$ cat src/rtl/flash_wp_pkg.sv
package flash_wp_pkg;
   typedef enum logic [1:0] {
      OP_PROG   = 2'b00,
      OP_BERASE = 2'b01,
      OP_CERASE = 2'b10,
      OP_RSVD   = 2'b11
   } wp_op_e;
endpackage

$ cat src/rtl/wp_block_map.sv
module wp_block_map #(
   parameter int BLK_BITS = 3,
   localparam int NBLK = 1 << BLK_BITS,
   localparam int BOOT = NBLK - 1
) (
   input  logic [BLK_BITS-1:0] blk_idx,
   input  logic                boot_lock_n,
   input  logic                wr_prot_n,
   input  logic [NBLK-1:0]     lock_bits,
   output logic [NBLK-1:0]     prot_vec,
   output logic                tgt_prot
);
   for (genvar b = 0; b < NBLK; b++) begin : g_blk
      if (b == BOOT) begin : g_boot
         assign prot_vec[b] = lock_bits[b] | ~boot_lock_n;
      end else begin : g_main
         assign prot_vec[b] = lock_bits[b] | ~wr_prot_n;
      end
   end

   assign tgt_prot = prot_vec[blk_idx];
endmodule

$ cat src/rtl/wp_pulse_filter.sv
module wp_pulse_filter #(
   parameter int MIN_LOW = 2
) (
   input  logic clk,
   input  logic rst_n,
   input  logic we_n,
   output logic we_qual
);
   if (MIN_LOW < 1) begin : g_bad
      $error("wp_pulse_filter: MIN_LOW must be at least 1");
   end

   if (MIN_LOW == 1) begin : g_direct
      assign we_qual = ~we_n;
   end else begin : g_count
      localparam int CW = $clog2(MIN_LOW) + 1;
      localparam logic [CW-1:0] SAT = CW'(MIN_LOW - 1);
      logic [CW-1:0] low_run;

      always_ff @(posedge clk or negedge rst_n) begin
         if (!rst_n)               low_run <= '0;
         else if (we_n)            low_run <= '0;
         else if (low_run != SAT)  low_run <= low_run + 1'b1;
      end

      assign we_qual = ~we_n && (low_run == SAT);
   end
endmodule

$ cat src/rtl/wp_decide.sv
module wp_decide
   import flash_wp_pkg::*;
(
   input  wp_op_e op,
   input  logic   tgt_prot,
   input  logic   any_prot,
   input  logic   supply_ok,
   input  logic   mux_mode,
   input  logic   oe_n,
   input  logic   we_qual,
   output logic   ok
);
   logic strobe_ok;
   logic target_ok;

   assign strobe_ok = ~mux_mode | (oe_n & we_qual);

   always_comb begin
      unique case (op)
         OP_PROG, OP_BERASE: target_ok = ~tgt_prot;
         OP_CERASE:          target_ok = ~any_prot;
         default:            target_ok = 1'b0;
      endcase
   end

   assign ok = supply_ok & strobe_ok & target_ok;
endmodule

$ cat src/rtl/flash_wp_gate.sv
module flash_wp_gate
   import flash_wp_pkg::*;
#(
   parameter int ADDR_W   = 19,
   parameter int BLK_BITS = 3,
   parameter int MIN_LOW  = 2,
   localparam int NBLK = 1 << BLK_BITS
) (
   input  logic              clk,
   input  logic              rst_n,
   input  logic              req_valid,
   input  logic [1:0]        op,
   input  logic [ADDR_W-1:0] addr,
   input  logic              boot_lock_n,
   input  logic              wr_prot_n,
   input  logic [NBLK-1:0]   lock_bits,
   input  logic              supply_ok,
   input  logic              mux_mode,
   input  logic              oe_n,
   input  logic              we_n,
   output logic              allow,
   output logic              ignore
);
   if (BLK_BITS < 1 || ADDR_W <= BLK_BITS) begin : g_bad
      $error("flash_wp_gate: need 1 <= BLK_BITS < ADDR_W");
   end

   logic [BLK_BITS-1:0] blk_idx;
   logic [NBLK-1:0]     prot_vec;
   logic                tgt_prot;
   logic                we_qual;
   logic                ok;
   logic                unused_low;

   assign blk_idx    = addr[ADDR_W-1 -: BLK_BITS];
   assign unused_low = ^addr[ADDR_W-BLK_BITS-1:0];

   wp_block_map #(.BLK_BITS(BLK_BITS)) u_map (
      .blk_idx     (blk_idx),
      .boot_lock_n (boot_lock_n),
      .wr_prot_n   (wr_prot_n),
      .lock_bits   (lock_bits),
      .prot_vec    (prot_vec),
      .tgt_prot    (tgt_prot)
   );

   wp_pulse_filter #(.MIN_LOW(MIN_LOW)) u_filt (
      .clk     (clk),
      .rst_n   (rst_n),
      .we_n    (we_n),
      .we_qual (we_qual)
   );

   wp_decide u_dec (
      .op        (wp_op_e'(op)),
      .tgt_prot  (tgt_prot),
      .any_prot  (|prot_vec),
      .supply_ok (supply_ok),
      .mux_mode  (mux_mode),
      .oe_n      (oe_n),
      .we_qual   (we_qual),
      .ok        (ok)
   );

   always_ff @(posedge clk or negedge rst_n) begin
      if (!rst_n) begin
         allow  <= 1'b0;
         ignore <= 1'b0;
      end else begin
         allow  <= req_valid & ok;
         ignore <= req_valid & ~ok;
      end
   end
endmodule

$ cat config.mk
export PLATFORM = sky130hd
export DESIGN_NAME = flash_wp_gate
export DESIGN_NICKNAME = d
export VERILOG_FILES = /design/src/rtl/flash_wp_pkg.sv /design/src/rtl/wp_block_map.sv /design/src/rtl/wp_pulse_filter.sv /design/src/rtl/wp_decide.sv /design/src/rtl/flash_wp_gate.sv
export SDC_FILE = /design/constraint.sdc
export NUM_CORES = 1
export LEC_CHECK = 0
export BUFFER_PORTS_ARGS = -buffer_cell sky130_fd_sc_hd__buf_4
export CAP_MARGIN = 20
export CORE_AREA = 5 5 42 44
export CTS_CLUSTER_SIZE = 14
export DETAILED_ROUTE_END_ITERATION = 6
export DIE_AREA = 0 0 47 49
export GPL_TIMING_DRIVEN = 1
export PLACE_DENSITY = 0.61
export RECOVER_POWER = 50
export SLEW_MARGIN = 40
export SYNTH_ARGS = -nofsm -noshare
export SYNTH_HDL_FRONTEND = slang
export SYNTH_SLANG_ARGS = --single-unit
$ cat constraint.sdc
create_clock -name clk -period 1.35 [get_ports clk]
set_input_delay 0.135 -clock clk [delete_from_list [all_inputs] [get_ports clk]]
set_output_delay 0.135 -clock clk [all_outputs]
set_load 0.05 [all_outputs]
Word level (Yosys, flattened, before mapping). Cells that the tools add are included. Widths: inputs -> output; s select.

Register bits: 4. Output and inout port bits: 2. Word-level logic and storage cells: 40.

$add $sub $neg: 1. Magnitude comparators: 1. Eq/ne operators: 4. Muxes and demuxes: 5. Bitwise logic cells: 21. Reductions and logical operators: 5.

Operators by type and width (count): $or 1x1->1 (9); $reduce_or 8->1 (1); $not 1->1 (7); $and 1x1->1 (5); $eq 2x1->1 const B (2); $lt 3x4->1 const B (1); $mux 2 (2); $bmux 1 s3 (1); $add 2x1->2 const B (1); $eq 2x2->1 const B (1); $logic_not 2->1 (1); $ne 2x1->1 const B (1); $pmux 1 s2 (1); $reduce_bool 2->1 (1); $reduce_or 2->1 (1); $logic_and 1x1->1 (1); $mux 1 (1).

Depth between registers and ports, before layout. Gate-level depths: netlist of the first run.

Depth in word-level cells: 9. Gate-level depth with buffers: 5. Depth with buffers taken out: 5.

By module. Synthesis of the first run repeated with hierarchy kept, for this count alone.

Cell total of the unflattened synthesis: 40. Area, all modules: 371.6 um^2.

By module, submodules not included: wp_block_map (times used 1, cells an instance 20, area an instance 157.7 um^2, sequential area each 0.0 um^2); wp_pulse_filter (times used 1, cells an instance 9, area an instance 98.8 um^2, sequential area each 50.0 um^2); flash_wp_gate (times used 1, cells an instance 7, area an instance 78.8 um^2, sequential area each 50.0 um^2); wp_decide (times used 1, cells an instance 4, area an instance 36.3 um^2, sequential area each 0.0 um^2).

Least setup slack after synthesis of the first run. No wires, ideal clock.

Kind: flip-flop to flip-flop. From: reg u_filt.g_count.low_run[1]. To: reg ignore. Data arrival time: 1.204 ns. Required time: 1.231 ns. Path slack: 0.027 ns. Cell stages (with the launch flop): 6. Cells stage by stage: dfrtp_1 > inv_1 > ha_1 > nand3b_1 > a221o_1 > o21a_1.

Longest elaborated chain between the ends: 8.

Ends and longest elaborated chain: from (decl) (RTL line wp_pulse_filter.sv:18) `logic [CW-1:0] low_run;`; from (signal assigned) (RTL line wp_pulse_filter.sv:23) `else if (low_run != SAT) low_run <= low_run + 1'b1;`; $eq 2x1->1 (RTL line wp_pulse_filter.sv:26) `assign we_qual = ~we_n && (low_run == SAT);`; $logic_and 1x1->1 (RTL line wp_pulse_filter.sv:26); $and 1x1->1 (RTL line wp_decide.sv:16) `assign strobe_ok = ~mux_mode | (oe_n & we_qual);`; $or 1x1->1 (RTL line wp_decide.sv:16); $and 1x1->1 (2 in a row) (RTL line wp_decide.sv:26) `assign ok = supply_ok & strobe_ok & target_ok;`; $not 1->1 (RTL line flash_wp_gate.sv:71) `ignore <= req_valid & ~ok;`; $and 1x1->1 (RTL line flash_wp_gate.sv:71); to (signal assigned) (RTL line flash_wp_gate.sv:71); to (decl) (RTL line flash_wp_gate.sv:22) `output logic ignore`.

No other way between the ends. A chain may end at the register's enable or synchronous reset.

Worst setup path after layout of the first run. Ends and elaborated chain as after synthesis.

==> metrics, run 1 <==
post-DP HPWL 738.8 microns; CTS Buf Count 3; initial DRC count 0; commonest cells after routing, fill and taps aside buf_4 (25), dfrtp_1 (4), nor2_1 (3), clkbuf_4 (3); global placement routability congestion 0.6480; CTS-repair resized insts 0; unrepaired setup endpoints after global routing true; core area 1401 sq um; TritonRoute pass-1 iters 1; sequential power share 31.4%; clock-pin slew on the worst setup and hold paths 0.04 ns; count of pins over their slew limit 0; root buf cell clkbuf_4; non-filler instance count after layout a little under 80; largest net degree at the start of global routing 8; worst r2r dst ignore$_DFF_PN0_; die area 2303 sq um; nets about 100; FP Rows 14; Final Skew 0.0006573 ns; DRT antenna net count 0; Initial Util 21.25%; reg2reg setup slack about 0.038 ns; Die X 47 microns; post-synthesis sequential area ratio 33.61%; crit path kind register to register; CTS sink cnt 4; leading cell type in the layout, fill and taps excluded buf_4; Ys Warns 0; Clock power frac 26.4%; Switching Fraction 30.09%; first-pass GRT wire length 1.338 mm; internal power 374.7 uW; CP startpoint u_filt.g_count.low_run[1]$_DFFE_PN0P_; Die Y slightly below 50 microns; Worst Setup EP ignore$_DFF_PN0_; clk buf depth 2; Worst-Skew Late Latency 0.23 ns; Fill cells 167; total of max-cap violations 0; register area 100.1 sq um; Critical Path Fanout Max 2; worst min path class input port to register; CP Capture Type register; antenna cells 0; NetSw 161.3 uW; fin crit share between 90% and 100%; initial antenna violation count 0; fin util 38.66%; CP Data Required Time 1.46 ns; Final setup viols 0; Residual DRC 0; placed insts 73; share of cells above drive strength 1 47.54%; via/cell ratio 4.688; H-tree depth 1; GR Overflow Total 0; # IOs 40; Yosys cell types 23; Slew HR around two thirds; hold violation total from the final report 0; #FFs+latches synth 4; f_max 762.5 MHz; PwrDens 989.3 nW/um^2; PortBufs 23; Min Clock Period, post-route 1.312 ns; Routed WL 815 microns; worst ir drop on vdd 0.3817 mV; Post-Syn Area 297.8 sq um; total number of vias 361; outcome complete, no violations; Logic pwr share 42.2%; Post-Synthesis Cells 31; Total GRT Usage 8.127%; Worst-Margin Slew 0.5071 ns; Area Overhead vs Synth 81.93%; reg-to-reg startpoint u_filt.g_count.low_run[1]$_DFFE_PN0P_; Setup crit start kind register; Syn Nets 70; vias in the first global route 378; TritonCTS clock tree done; R2R cell count 5; Leak Pwr 0.0002520 uW; area of the multi-input gates 190.2 sq um; drt wl/cell roughly 11 microns; Synth Area per Inst 9.606 sq um; Arrival @ worst endpoint around 1.4 ns
==> how the worst min path moves through the flow <==
stage          start  cells after the start  slack, ns                                     to
2_1_floorplan  rst_n                      0      -0.16                        allow$_DFF_PN0_
3_3_place_gp   rst_n                      1      -0.07                        allow$_DFF_PN0_
3_5_place_dp   rst_n                      1      -0.07                       ignore$_DFF_PN0_
4_1_cts         we_n                      2       0.06  u_filt.g_count.low_run[1]$_DFFE_PN0P_
5_1_grt         we_n                      2       0.07  u_filt.g_count.low_run[1]$_DFFE_PN0P_
6_report        we_n                      2       0.07  u_filt.g_count.low_run[1]$_DFFE_PN0P_
==> worst max-delay path, stage by stage (launching register included) <==
cell	delay, ns
dfrtp_1	0.37
inv_1	0.06
ha_1	0.16
nand3b_1	0.10
a221o_1	0.33
o21a_1	0.19
==> final cells by class <==
type                       count  area share, %
clock buffer                   3          4.157
tap                           16          3.695
inverter                       2          1.386
multi-input combinational     25          35.10
timing repair buffer          27          37.18
sequential                     4          18.48
==> cells in the mapped netlist, drive strengths merged <==
master	instances	area share, %
a2111oi	3	11
a21oi	1	1.7
a221o	1	3.4
dfrtp	4	34
ha	1	4.2
inv	2	2.5
mux2	1	3.8
nand2	1	1.3
nand2b	1	2.1
nand3	1	1.7
nand3b	1	2.5
nand4b	1	2.9
nand4bb	1	3.8
nor2	3	3.8
nor2b	2	4.2
nor3	1	1.7
nor3b	1	2.5
nor4	1	2.1
nor4bb	1	3.4
o211ai	1	2.5
o21a	1	2.5
xor2	1	2.9
==> power groups by stage <==
| stage | Combinational (uW) | Clock (uW) | Sequential (uW) |
|---|---|---|---|
| finish | 226 | 141 | 168 |
| global route | 264 | 154 | 171 |
| CTS | 231 | 151 | 169 |
| detailed placement | 227 | 0 | 171 |
| global placement | 222 | 0 | 171 |
| floorplan | 113 | 0 | 177 |
==> cell families (layout without fill, tap and decap cells) <==
kind of cell	count (synthesis)	count (layout)	share of synthesized area [%]
xor gates and xnor gates	1	1	2.942
muxes	1	1	3.781
and+or+nand+nor	15	15	31.93
AOI/OAI and AO/OA	7	7	21.01
DFF	4	4	33.61
adders and majority gates	1	1	4.201
buffers and inverters	2	32	2.522
==> through the flow <==
step | hold WS (ns) | power, uW | instance area [sq um] | setup TNS [ns] | setup slack (ns)
after floorplan | -0.1606 | 289.9 | 297.8 | 0 | 0.02706
after global placement | -0.06941 | 392.9 | 513.0 | -0.002791 | -0.002791
after detailed placement | -0.06898 | 397.5 | 513.0 | 0 | 0.006462
after CTS | 0.06321 | 550.8 | 545.5 | 0 | 0.02265
after global routing | 0.06548 | 589.0 | 541.8 | -0.02778 | -0.02778
final | 0.07210 | 536.0 | 541.8 | 0 | 0.03850
==> state kept, by name, summed over array words and instances (netlist names) <==
name and count:
u_filt.g_count.low_run 2, allow 1, ignore 1
==> metal layers <==
layer | up-vias | routed length [microns] | GRT usage (%)
met4 | 0 | 20 | 8.295
met2 | 22 | 367 | 12.44
met3 | 2 | 113 | 2.214
li1 | 183 | - | -
met5 | - | 0 | 0
met1 | 154 | 313 | 8.000
==> repair_timing <==
action	in CTS	in global routing
endpoints found under the hold margin	4	0
setup buffers	0	0
setup endpoints to repair	1	1
hold buffers	1	0
pin swaps	1	0
Power figures use the tool's default switching activity.
==> run 2: changes to the inputs <==
--- a/config.mk
+++ b/config.mk
@@ -12,9 +12,10 @@
 export DETAILED_ROUTE_END_ITERATION = 6
 export DIE_AREA = 0 0 47 49
 export GPL_TIMING_DRIVEN = 1
-export PLACE_DENSITY = 0.61
+export PLACE_DENSITY = 0.68
 export RECOVER_POWER = 50
 export SLEW_MARGIN = 40
 export SYNTH_ARGS = -nofsm -noshare
 export SYNTH_HDL_FRONTEND = slang
+export SYNTH_HIERARCHICAL = 1
 export SYNTH_SLANG_ARGS = --single-unit
==> metrics, run 2 <==
total of max-cap violations 0 (unchanged); final worst slack 0.07794 ns (+0.03944 ns); PortBufs 23 (unchanged); f_max 786.1 MHz (+3.1%); Largest register FFs 2 (unchanged); Setup crit start kind register; Arrival @ worst endpoint 1.39 ns (-0.04 ns); hold violation total from the final report 0 (unchanged); clock-pin slew on the worst setup and hold paths 0.04 ns (about the same); Clock power frac 26.9% (+0.5 points); fin crit share 94.23% (-2.9 points); slowest stage delay, CP 0.39 ns (+0.02 ns); Logic pwr share 43.2% (+1.0 points); leading area contributor after synthesis dfrtp_1; core area 1401 sq um (unchanged); Async S/R FF share, synth 100.0% (unchanged); DRT antenna net count 0 (unchanged); Synth top area share 26.94% (-6.7 points); first-pass GRT wire length 1.455 mm (+8.7%); Yosys cell types 23 (unchanged); Post-synth EDFFs 0 (unchanged); DP Area 568.0 sq um (+11%); TritonCTS clock tree done; initial antenna violation count 0 (unchanged); nets 109 (+6.9%); vias in the first global route 392 (+3.7%); post-synthesis adder-cell area fraction 3.367% (-0.83 points); CP Cell Sequence ha_1, nor2b_1, a21bo_2, o211a_1, and2_1; commonest cells after routing, fill and taps aside buf_4 (23), or2b_1 (6), dfrtp_1 (4); via/cell ratio 4.548 (-3.0%); complex-gate fraction of the synthesized area 12.79% (-8.2 points); root buf cell clkbuf_4; Residual DRC 0 (unchanged); Area Overhead vs Synth 59.60%; unrepaired setup endpoints after global routing false; Initial Util 26.52% (+5.3 points); TritonRoute pass-1 iters 1 (unchanged); Worst-Margin Slew 0.5983 ns (+0.09123 ns); ys flop type dfrtp_1; share of cells above drive strength 1 44.12% (-3.4 points); count leader, synth or2b_1; clk buf depth 2 (unchanged); register area 100.1 sq um (unchanged); Switching Fraction 29.85% (-0.24 points); Synth Area per Inst 9.290 sq um (-3.3%); CP startpoint u_filt/g_count.low_run[0]$_DFFE_PN0P_; top flop regs u_filt/g_count.low_run: 2 flops, allow: 1 flops, ignore: 1 flops; Routed WL 901 microns (+11%); simple-gate share of the synthesized area 42.42% (+10 points); worst ir drop on vdd 0.2319 mV (-39%); Ys Warns 6 (+6); CTS-repair resized insts 0 (unchanged); NetSw 166.3 uW (+3.1%); #FFs+latches synth 4 (unchanged); area of the multi-input gates 256.5 sq um (+35%); Final setup viols 0 (unchanged); fin area 593.1 sq um (+9.5%); internal power 390.8 uW (+4.3%); CP Data Required Time 1.47 ns (about the same); initial DRC count 0 (unchanged); reg2reg setup slack 0.08 ns (+0.04 ns); FP Rows 14 (unchanged); mux contribution to synthesized area 8.081% (+4.3 points); setup_tns 0 ns (unchanged); die area 2303 sq um (unchanged); CP max-delay cell dfrtp_1; sequential power share 29.9% (-1.5 points); main combinational cell family by area after synthesis simple AND/OR/NAND/NOR gates; H-tree depth 1 (unchanged); Post-Synthesis Cells 40 (+29%); PwrDens 939.4 nW/um^2 (-5.0%); Min Clock Period, post-route 1.272 ns (-0.03944 ns); Total GRT Usage 8.873% (+0.75 points); GR Overflow Total 0 (unchanged); post-synthesis sequential area ratio 26.94% (-6.7 points); Fill cells 153 (-8.4%); largest reg by FF count u_filt/g_count.low_run; Slew HR 60.28% (-5.0 points); global placement routability congestion 0.7352 (+13%); count of pins over their slew limit 0 (unchanged); worst min path class input port to register; pre-CTS WS -0.06982 ns (-0.07629 ns); reg-to-reg startpoint u_filt/g_count.low_run[0]$_DFFE_PN0P_; total number of vias 382 (+5.8%); Worst Min Path Start we_n; # IOs 40 (unchanged); largest net degree at the start of global routing 9 (+1); Post-Syn Area 371.6 sq um (+25%); overall power 557.1 uW (+3.9%); Critical Path Fanout Max 2 (unchanged); Worst-Skew Late Latency 0.24 ns (about the same); Leak Pwr 0.0003015 uW (+20%); Post-synth top cells or2b_1 (6), dfrtp_1 (4), mux2i_1 (3), nor2b_1 (3); CTS sink cnt 4 (unchanged); post-synthesis xor/xnor area fraction 2.357% (-0.58 points); Syn Nets 79 (+13%); CTS Buf Count 3 (unchanged); drt wl/cell 10.73 microns (+1.3%); outcome complete, no violations; Final Skew 0.007590 ns (+0.006932 ns); Die X 47 microns (unchanged); leading cell type in the layout, fill and taps excluded buf_4; antenna cells 0 (unchanged); Synth area leaders dfrtp_1 (27%), or2b_1 (12%), mux2i_1 (8.1%); crit path kind register to register; CP Capture Type register; Die Y 49 microns (unchanged)
## run 2: layer usage
metal  part of all wire [%]  vias up  global-route usage [%]
met5                      0        -                       0
met4                    1.9        0                   6.912
met3                     15        2                   2.214
met2                     46       24                   14.71
met1                     37      159                   8.791
li1                       -      197                       -
## run 2: power by group through the flow
| stage | Sequential [uW] | Clock, uW | Combinational, uW |
|---|---|---|---|
| 2_1_floorplan | 174 | 0 | 137 |
| 3_5_place_dp | 169 | 0 | 244 |
| 4_1_cts | 167 | 158 | 248 |
| 6_report | 167 | 150 | 241 |
| 5_1_grt | 171 | 164 | 266 |
| 3_3_place_gp | 169 | 0 | 237 |
## run 2: per-stage QoR
stage / utilization, % / cells / hold slack (ns)
after CTS: 42.86 / 84 / 0.06093
after global placement: 40.54 / 80 / -0.06884
after detailed placement: 40.54 / 80 / -0.06551
after floorplan: - / 40 / -0.1606
final: 42.32 / 84 / 0.06792
after global routing: 42.32 / 84 / 0.07775
## run 2: cells by family (layout without fill, tap and decap cells)
group           Yosys count  in the layout
simple gates             23             23
compound gates            6              6
flops                     4              4
mux                       3              3
buf+inv                   2             30
fa+ha+maj                 1              1
xor+xnor                  1              1
## run 2: layout make-up
cell class / instances / share of cell area [%]
clock buffers: 3 / 3.797
inverters: 1 / 0.6329
multi-input cells: 34 / 43.25
flip-flops and latches: 4 / 16.88
well taps: 16 / 3.376
repair buffers: 26 / 32.07
## run 2: worst paths after layout
path                                                    endpoint  depth (start not counted)
setup reg to reg                                 allow$_DFF_PN0_                          5
max in group asynchronous                       ignore$_DFF_PN0_                          2
hold / removal             u_filt/g_count.low_run[1]$_DFFE_PN0P_                          2
hold reg to reg            u_filt/g_count.low_run[1]$_DFFE_PN0P_                          2
setup / recovery                                 allow$_DFF_PN0_                          5
min in group asynchronous  u_filt/g_count.low_run[1]$_DFFE_PN0P_                          2
## run 2: worst max-delay path, delay by kind of cell, from the launching register on
kind / cells / cell delay (ns)
and+or+nand+nor: 2 / 0.25
DFF: 1 / 0.39
AOI/OAI and AO/OA: 2 / 0.30
adders and majority gates: 1 / 0.21
## run 2: timing repair
item / 4_1_cts / 5_1_grt
hold endpoints to repair: 4 / 0
buffers inserted: 0 / 0
hold buffers: 1 / 0
